$ cat config.mk
export PLATFORM = sky130hd
export DESIGN_NAME = bus_gain_sched
export DESIGN_NICKNAME = d
export VERILOG_FILES = /design/src/rtl/bgs_pkg.sv /design/src/rtl/bgs_flag_filter.sv /design/src/rtl/bgs_seq_fsm.sv /design/src/rtl/bgs_gain_enc.sv /design/src/rtl/bus_gain_sched.sv
export SDC_FILE = /design/constraint.sdc
export NUM_CORES = 1
export LEC_CHECK = 0
export ABC_AREA = 0
export BUFFER_PORTS_ARGS = -buffer_cell sky130_fd_sc_hd__buf_4
export CORE_MARGIN = 4
export CORE_UTILIZATION = 40
export CTS_BUF_LIST = sky130_fd_sc_hd__clkbuf_8
export CTS_CLUSTER_SIZE = 14
export DETAILED_ROUTE_END_ITERATION = 7
export GPL_ROUTABILITY_DRIVEN = 0
export SKIP_CTS_REPAIR_TIMING = 1
export SLEW_MARGIN = 20
export SYNTH_ARGS = -nofsm -noshare
export SYNTH_HDL_FRONTEND = slang
export SYNTH_HIERARCHICAL = 1
export SYNTH_SLANG_ARGS = --single-unit
$ cat constraint.sdc
create_clock -name clk_i -period 2.1 [get_ports clk_i]
set_input_delay 0.315 -clock clk_i [delete_from_list [all_inputs] [get_ports clk_i]]
set_output_delay 0.315 -clock clk_i [all_outputs]
set_load 0.02 [all_outputs]
$ cat src/rtl/bgs_pkg.sv
package bgs_pkg;
  typedef enum logic [1:0] {
    ST_START  = 2'd0,
    ST_LOW    = 2'd1,
    ST_REGHI  = 2'd2,
    ST_RUN    = 2'd3
  } sched_st_e;

  localparam logic [1:0] GAIN_HIGH = 2'b11;
  localparam logic [1:0] GAIN_LOW  = 2'b01;
  localparam logic [1:0] GAIN_RUN  = 2'b00;

  localparam int FLAG_LOW = 0;
  localparam int FLAG_REG = 1;
  localparam int NFLAG    = 2;
endpackage

$ cat src/rtl/bgs_flag_filter.sv
module bgs_flag_filter #(
  parameter int SYNC_STAGES = 2,
  parameter int STABLE_CYC  = 2
) (
  input  logic clk_i,
  input  logic rst_ni,
  input  logic flag_i,
  output logic flag_o
);
  localparam int CNT_W = $clog2(STABLE_CYC + 1);
  localparam logic [CNT_W-1:0] CNT_LAST = CNT_W'(STABLE_CYC - 1);

  logic [SYNC_STAGES-1:0] sync_q;
  logic                   sync_out;
  logic [CNT_W-1:0]       cnt_q;
  logic                   filt_q;

  always_ff @(posedge clk_i or negedge rst_ni) begin
    if (!rst_ni) sync_q <= '0;
    else         sync_q <= {sync_q[SYNC_STAGES-2:0], flag_i};
  end

  assign sync_out = sync_q[SYNC_STAGES-1];

  // accept a new level only after it persists STABLE_CYC cycles
  always_ff @(posedge clk_i or negedge rst_ni) begin
    if (!rst_ni) begin
      cnt_q  <= '0;
      filt_q <= 1'b0;
    end else if (sync_out == filt_q) begin
      cnt_q <= '0;
    end else if (cnt_q == CNT_LAST) begin
      cnt_q  <= '0;
      filt_q <= sync_out;
    end else begin
      cnt_q <= cnt_q + 1'b1;
    end
  end

  assign flag_o = filt_q;
endmodule

$ cat src/rtl/bgs_seq_fsm.sv
module bgs_seq_fsm
  import bgs_pkg::*;
(
  input  logic      clk_i,
  input  logic      rst_ni,
  input  logic      low_f_i,
  input  logic      reg_f_i,
  input  logic      preheat_i,
  input  logic      ignite_i,
  input  logic      run_i,
  input  logic      fault_i,
  output sched_st_e state_o
);
  sched_st_e st_q, st_d;
  logic      armed_q, armed_d;
  logic      step_en;

  assign step_en = preheat_i | ignite_i;

  always_comb begin
    st_d    = st_q;
    armed_d = armed_q;
    if (fault_i) begin
      st_d    = ST_START;
      armed_d = 1'b0;
    end else if (run_i) begin
      st_d = ST_RUN;
    end else begin
      unique case (st_q)
        ST_START: begin
          if (!low_f_i)                 armed_d = 1'b1;
          else if (armed_q && step_en)  st_d    = ST_LOW;
        end
        ST_LOW: begin
          if (reg_f_i && step_en) st_d = ST_REGHI;
        end
        ST_REGHI: st_d = ST_REGHI;
        ST_RUN: begin
          st_d    = ST_START;
          armed_d = 1'b0;
        end
        default: st_d = ST_START;
      endcase
    end
  end

  always_ff @(posedge clk_i or negedge rst_ni) begin
    if (!rst_ni) begin
      st_q    <= ST_START;
      armed_q <= 1'b0;
    end else begin
      st_q    <= st_d;
      armed_q <= armed_d;
    end
  end

  assign state_o = st_q;
endmodule

$ cat src/rtl/bgs_gain_enc.sv
module bgs_gain_enc
  import bgs_pkg::*;
(
  input  sched_st_e  state_i,
  input  logic       fault_i,
  output logic [1:0] gain_o
);
  always_comb begin
    unique case (state_i)
      ST_LOW:  gain_o = GAIN_LOW;
      ST_RUN:  gain_o = GAIN_RUN;
      default: gain_o = GAIN_HIGH;
    endcase
    if (fault_i) gain_o = GAIN_RUN;
  end
endmodule

$ cat src/rtl/bus_gain_sched.sv
module bus_gain_sched
  import bgs_pkg::*;
#(
  parameter int SYNC_STAGES = 2,
  parameter int STABLE_CYC  = 2
) (
  input  logic       clk_i,
  input  logic       rst_ni,
  input  logic       bus_above_low_i,
  input  logic       bus_above_reg_i,
  input  logic       preheat_i,
  input  logic       ignite_i,
  input  logic       run_i,
  input  logic       fault_i,
  output logic [1:0] gain_sel_o,
  output logic [1:0] state_o
);
  logic [NFLAG-1:0] flag_raw;
  logic [NFLAG-1:0] flag_filt;
  sched_st_e        st;

  assign flag_raw[FLAG_LOW] = bus_above_low_i;
  assign flag_raw[FLAG_REG] = bus_above_reg_i;

  for (genvar i = 0; i < NFLAG; i++) begin : g_flt
    bgs_flag_filter #(
      .SYNC_STAGES (SYNC_STAGES),
      .STABLE_CYC  (STABLE_CYC)
    ) u_flt (
      .clk_i  (clk_i),
      .rst_ni (rst_ni),
      .flag_i (flag_raw[i]),
      .flag_o (flag_filt[i])
    );
  end

  bgs_seq_fsm u_fsm (
    .clk_i     (clk_i),
    .rst_ni    (rst_ni),
    .low_f_i   (flag_filt[FLAG_LOW]),
    .reg_f_i   (flag_filt[FLAG_REG]),
    .preheat_i (preheat_i),
    .ignite_i  (ignite_i),
    .run_i     (run_i),
    .fault_i   (fault_i),
    .state_o   (st)
  );

  bgs_gain_enc u_enc (
    .state_i (st),
    .fault_i (fault_i),
    .gain_o  (gain_sel_o)
  );

  assign state_o = st;
endmodule

==> results of run 1 <==
power groups by stage:
stage / Sequential, mW / Clock (mW) / Combinational (mW)
3_5_place_dp: 0.371 / 0 / 0.247
4_1_cts: 0.367 / 0.217 / 0.249
3_3_place_gp: 0.368 / 0 / 0.247
5_1_grt: 0.373 / 0.228 / 0.276
6_report: 0.366 / 0.215 / 0.247
2_1_floorplan: 0.364 / 0 / 0.179
cells by family after synthesis:
| kind of cell | share of synthesized area |
|---|---|
| DFF | 0.539 |
| buffers and inverters | 0.0187 |
| and+or+nand+nor | 0.143 |
| xor gates and xnor gates | 0.0291 |
| adders and majority gates | 0.0830 |
| muxes | 0.0498 |
| AOI/OAI and AO/OA | 0.137 |
registers in the layout (all words and copies together), names as in the netlist:
register / flops
g_flt.u_flt/sync_q: 4
g_flt.u_flt/flag_o: 2
u_fsm/armed_q: 1
g_flt.u_flt/cnt_q: 4
u_fsm/state_o: 2
worst max-delay path by stage:
stage	cells past startpoint	to	slack, ns
6_report	5	u_fsm/state_o[1]	0.55
5_1_grt	5	u_fsm/state_o[1]	0.49
4_1_cts	5	u_fsm/state_o[1]	0.55
3_5_place_dp	5	u_fsm/state_o[1]	0.56
3_3_place_gp	5	u_fsm/state_o[1]	0.60
2_1_floorplan	5	u_fsm/state_o[1]	0.53
worst reg2reg max path, delay by kind of cell (launching register included):
kind,cells,cell delay [ns]
flip-flops,1,0.47
AO/OA/AOI/OAI,2,0.32
adder cells (fa/ha/maj),1,0.29
AND/OR/NAND/NOR,1,0.26
buffers and inverters,1,0.09
metrics by stage:
step                      hold WS [ns]  std cells  power (mW)
after floorplan                 0.0194         48       0.543
after detailed placement         0.166         74       0.618
final                            0.177         79       0.828
after global placement           0.167         74       0.615
after CTS                      -0.0922         78       0.833
after global routing             0.174         79       0.877
cell type report:
type	count	area share
Sequential cell	13	0.428
Multi-Input combinational cell	32	0.351
Timing Repair Buffer	12	0.122
Clock buffer	3	0.0544
Tap cell	15	0.0247
Inverter	3	0.0148
Clock inverter	1	0.00494
layer usage:
metal	track usage	up-vias
li1	-	198
met1	0.119	191
met2	0.146	9
met4	0.0497	0
met3	0.0575	0
met5	0	-
cells in the final DEF (no fill, tap or decap):
cell | netlist | routed
o21ai_1 | 1 | 1
ha_1 | 4 | 4
nor3_1 | 1 | 1
a22o_1 | 1 | 1
o21ai_0 | 2 | 2
a21oi_1 | 1 | 1
xnor2_1 | 2 | 2
nor2b_4 | 2 | 2
buf_4 | 0 | 11
a21oi_2 | 1 | 1
nor2_1 | 5 | 5
o211ai_2 | 1 | 1
nor3b_1 | 2 | 2
dfrtp_1 | 13 | 13
dlygate4sd3_1 | 0 | 1
a211oi_1 | 2 | 2
and2_2 | 1 | 1
inv_1 | 3 | 4
clkbuf_8 | 0 | 3
mux2_4 | 2 | 2
a221oi_1 | 2 | 2
or2_2 | 2 | 2
==> summary.txt, run 1 <==
Clock tree
  • Clk buf depth: 2
  • CTS clk-pin slew, worst paths: roughly 0.060 ns
  • Num CTS Buffers: 3
  • CTS root buf: clkbuf_8
  • CTS Sinks: 13
  • # H-tree levels: 1
  • Clock Latency Late Sink: about 0.24 ns
  • TritonCTS clock tree: built

Setup path
  • Crit path launch type: register
  • FF-to-FF End: u_fsm/state_o[1]
  • CP Max Fanout: 7
  • Worst R2R Start: u_fsm/state_o[0]
  • Slowest cell on crit path: dfrtp_1
  • Critical path's largest stage delay: roughly 0.47 ns
  • Worst R2R Path Depth: 5
  • Critical path startpoint: u_fsm/state_o[0]
  • Crit path kind: reg2reg
  • Top cell family by delay on the critical path: flip-flops
  • Cell Chain, Critical Path: inv_1 > ha_1 > or2_2 > a221oi_1 > a211oi_1
  • Worst Setup End Kind: register
  • CP arrival: 1.67 ns
  • Reg2Reg Setup Slack: between 0.5 and 0.6 ns
  • CP bufs+invs: 1
  • Data required, critical path: about 2.2 ns

Power and ir drop
  • Sw power: roughly 0.25 mW
  • Peak VDD IR: between 500 and 600 uV
  • Flop pwr share: 0.442
  • Leakage: between 0.3 and 0.4 nW
  • Clock power share: 0.259
  • Pwr Density: roughly 1100 nW/um^2
  • Sw Share: 0.302
  • Combinational share of power: 0.298
  • P_int: just under 0.6 mW

Layout
  • Share of cells above drive strength 1: 0.359
  • Area occupied by multi-input gates: ~270 um^2
  • Layout area overhead: 25.9%
  • Fill cells: 127
  • Nets: 77
  • Final instance area: roughly 760 um^2
  • FF/Latch Area: between 300 and 400 um^2
  • Final core utilization: 0.556
  • N_diodes: 0

GRT
  • Pin count of the biggest net entering global routing: 14
  • Initial antenna violation count: 0
  • First-pass GRT wire length: approximately 1500 um
  • Vias in the first global route: 363
  • Global route total overflow: 0
  • GRT Total Usage: 0.101

Synth
  • Post-synthesis register bit count: 13
  • Top-area cell type share of the netlist area: 0.539
  • Ys async rst share: 1.00
  • Commonest cells in the synthesized netlist: dfrtp_1, nor2_1, ha_1, inv_1
  • Synthesized cell area: 603 um^2
  • EDFF count, synth: 0
  • Top cells by area, synth: dfrtp_1, ha_1, mux2_4
  • Top FF cell, synth: dfrtp_1
  • Synth warn: 6
  • Mapped Cells: between 40 and 50
  • Synth unique cells: 19
  • Syn Nets: 60
  • Sequential share of the synthesized area: 0.539
  • Area leader, netlist: dfrtp_1
  • Top-count cell post-synth: dfrtp_1
  • Syn avg cell area: between 10 and 15 um^2

Floorplanning
  • Die X: 46.8 um
  • Die Ht: 46.8 um
  • Initial Util: 0.441
  • Row cnt: 13
  • Die area: between 2000 and 2500 um^2
  • IO Pins: 12
  • Core Region: between 1000 and 1500 um^2

Route
  • DR WL/cell: between 10 and 15 um
  • TritonRoute pass-1 iters: 2
  • Met1 Wirelength: about 470 um
  • Met2 WL: 455 um
  • Metal3 WL: about 65 um
  • Vias/cell: slightly above 5
  • Drt initial violations: 5
  • Via Count: 398
  • Routed wire length: ~1000 um
  • Highest routed layer: met3
  • DRC Markers: 0
  • Final ANT Viol Nets: 0

Timing
  • Slack of the critical path: ~0.55 ns
  • Fmax: between 600 and 700 MHz
  • Rel. slew slack: 0.826
  • Clk_skew: 0.00459 ns
  • Slew of the pin with the lowest slew margin: 0.260 ns
  • Tcrit/Tclk final: 0.737
  • Hold Vio Cnt, Final: 0
  • RSZ-0062 raised after global routing: no
  • Tmin final: about 1.5 ns
  • Setup TNS: 0 ns
  • Setup-failing EPs final: 0
  • Max-slew violation count: 0

Worst hold path
  • Hold EP: g_flt[1].u_flt/sync_q[0]
  • Min-Delay Path Class: in2reg
  • HP Start: bus_above_reg_i
  • Worst hold stages: 1

Placed design
  • Hpwl dp: ~720 um
  • Dpl cell area: 704 um^2
  • Number of port buffers: 11
  • Place WS: ~0.56 ns

Run status
  • Status: complete, no violations

Flow run
  • Max_cap viols: 0
Note: power is estimated with default switching activity, not from simulation.
==> inputs of run 2 (changes only) <==
==> constraint.sdc (replaced) <==
create_clock -name clk_i -period 1.5 [get_ports clk_i]
set_input_delay 0.225 -clock clk_i [delete_from_list [all_inputs] [get_ports clk_i]]
set_output_delay 0.225 -clock clk_i [all_outputs]
set_load 0.02 [all_outputs]
==> summary.txt, run 2 (synthesis gave the netlist of run 1 again) <==
Run status
  • Status: complete, no violations

Floorplanning
  • Row cnt: 13
  • Die area: 2190 um^2
  • Initial Util: 0.441
  • Core Region: between 1000 and 1500 um^2
  • Die X: about 47 um
  • Die Ht: between 40 and 50 um
  • IO Pins: 12

Timing
  • Clk_skew: 0.000448 ns
  • Fmax: between 700 and 800 MHz
  • Max-slew violation count: 0
  • Setup-failing EPs final: 0
  • Setup TNS: 0 ns
  • Rel. slew slack: 0.819
  • Min Hold Slack: approximately 0.093 ns
  • Hold Vio Cnt, Final: 0
  • Slew of the pin with the lowest slew margin: 0.270 ns
  • RSZ-0062 raised after global routing: no
  • Tcrit/Tclk final: 0.907
  • Tmin final: roughly 1.4 ns

Placed design
  • Hpwl dp: roughly 770 um
  • Number of port buffers: 11

GRT
  • GRT Total Usage: 0.108
  • Met1 usage: 0.160
  • Pin count of the biggest net entering global routing: 14
  • Grt peak-use layer: met1
  • Vias in the first global route: approximately 380
  • First-pass GRT wire length: around 1600 um
  • Global route total overflow: 0
  • Initial antenna violation count: 0
  • Grt met3 use: 0.0460
  • Met2 GRT Util: 0.141

Route
  • Drt initial violations: 6
  • DRC Markers: 0
  • Routed wire length: 998 um
  • Final ANT Viol Nets: 0
  • TritonRoute pass-1 iters: 4
  • Vias/cell: ~5.3
  • Via Count: 430
  • DR WL/cell: 12.3 um

Setup path
  • Worst Setup End Kind: register
  • CP arrival: between 1 and 1.5 ns
  • CP Max Fanout: 3
  • Worst R2R Start: u_fsm/state_o[1]
  • Data required, critical path: 1.62 ns
  • Crit path launch type: register
  • Critical path startpoint: u_fsm/state_o[1]
  • Crit path kind: reg2reg

Clock tree
  • TritonCTS clock tree: built
  • # H-tree levels: 1
  • CTS Sinks: 13
  • Num CTS Buffers: 3
  • Clk buf depth: 2
  • Clock Latency Late Sink: 0.24 ns
  • CTS root buf: clkbuf_8
  • CTS clk-pin slew, worst paths: approximately 0.050 ns

Layout
  • Area occupied by multi-input gates: about 270 um^2
  • Most frequent cells in the layout: buf_4, dfrtp_1, nor2_1
  • Layout area overhead: 29.9%
  • N_diodes: 0
  • Nets: between 70 and 80
  • Biggest regs: g_flt.u_flt/cnt_q: 4 flops, g_flt.u_flt/sync_q: 4 flops
  • Commonest non-fill, non-tap cell in the layout: buf_4
  • Final core utilization: 0.573
  • FF/Latch Area: between 300 and 400 um^2
  • Fill cells: 120
  • Share of cells above drive strength 1: 0.424

Worst hold path
  • HP Start: bus_above_low_i
  • Min-Delay Path Class: in2reg

Flow run
  • Max_cap viols: 0

Power and ir drop
  • Peak VDD IR: 1110 uV
  • Leakage: about 0.37 nW
  • Pwr Density: roughly 1500 nW/um^2
## run 2: final cells by class
type	count	area share
clock buffer	3	0.0527
clock inverter	1	0.00479
inverter	3	0.0144
multi-input combinational	32	0.348
sequential	13	0.419
tap	15	0.0240
timing repair buffer	14	0.137
## run 2: worst max-delay path, cell delays in order, from the launching register on
cell	delay, ns
dfrtp_2	0.39
inv_1	0.09
ha_1	0.23
or2_2	0.28
a221oi_2	0.17
a211oi_1	0.07
## run 2: through the flow
| step | cells | cell area [um^2] | setup WS [ns] | power (mW) |
|---|---|---|---|---|
| floorplan | 48 | 606 | 0.0272 | 0.763 |
| global placement | 76 | 722 | 0.128 | 0.880 |
| detailed placement | 76 | 722 | 0.0966 | 0.886 |
| CTS | 80 | 767 | 0.0900 | 1.19 |
| global route | 81 | 783 | 0.0357 | 1.27 |
| finish | 81 | 783 | 0.140 | 1.19 |
## run 2: worst paths after layout
check / end / slack, ns / depth (start not counted)
max in group asynchronous: u_fsm/state_o[0] / 0.96 / 2
setup / recovery: u_fsm/state_o[1] / 0.14 / 5
setup reg to reg: u_fsm/state_o[1] / 0.14 / 5
min in group asynchronous: g_flt[1].u_flt/cnt_q[0] / 0.37 / 2
hold reg to reg: g_flt[0].u_flt/sync_q[1] / 0.35 / 0
hold / removal: g_flt[0].u_flt/sync_q[0] / 0.09 / 1
## run 2: routing by layer
metal	up-vias	wire [um]
met2	16	444
met1	212	468
li1	202	-
met3	0	85
met5	-	0
met4	0	0
## run 2: power by group
| part | switching [mW] | internal, mW | leakage, nW |
|---|---|---|---|
| sequential | 0.0692 | 0.429 | 0.159 |
| clock | 0.119 | 0.180 | 0.0269 |
| combinational | 0.171 | 0.221 | 0.184 |
| total | 0.359 | 0.830 | 0.370 |
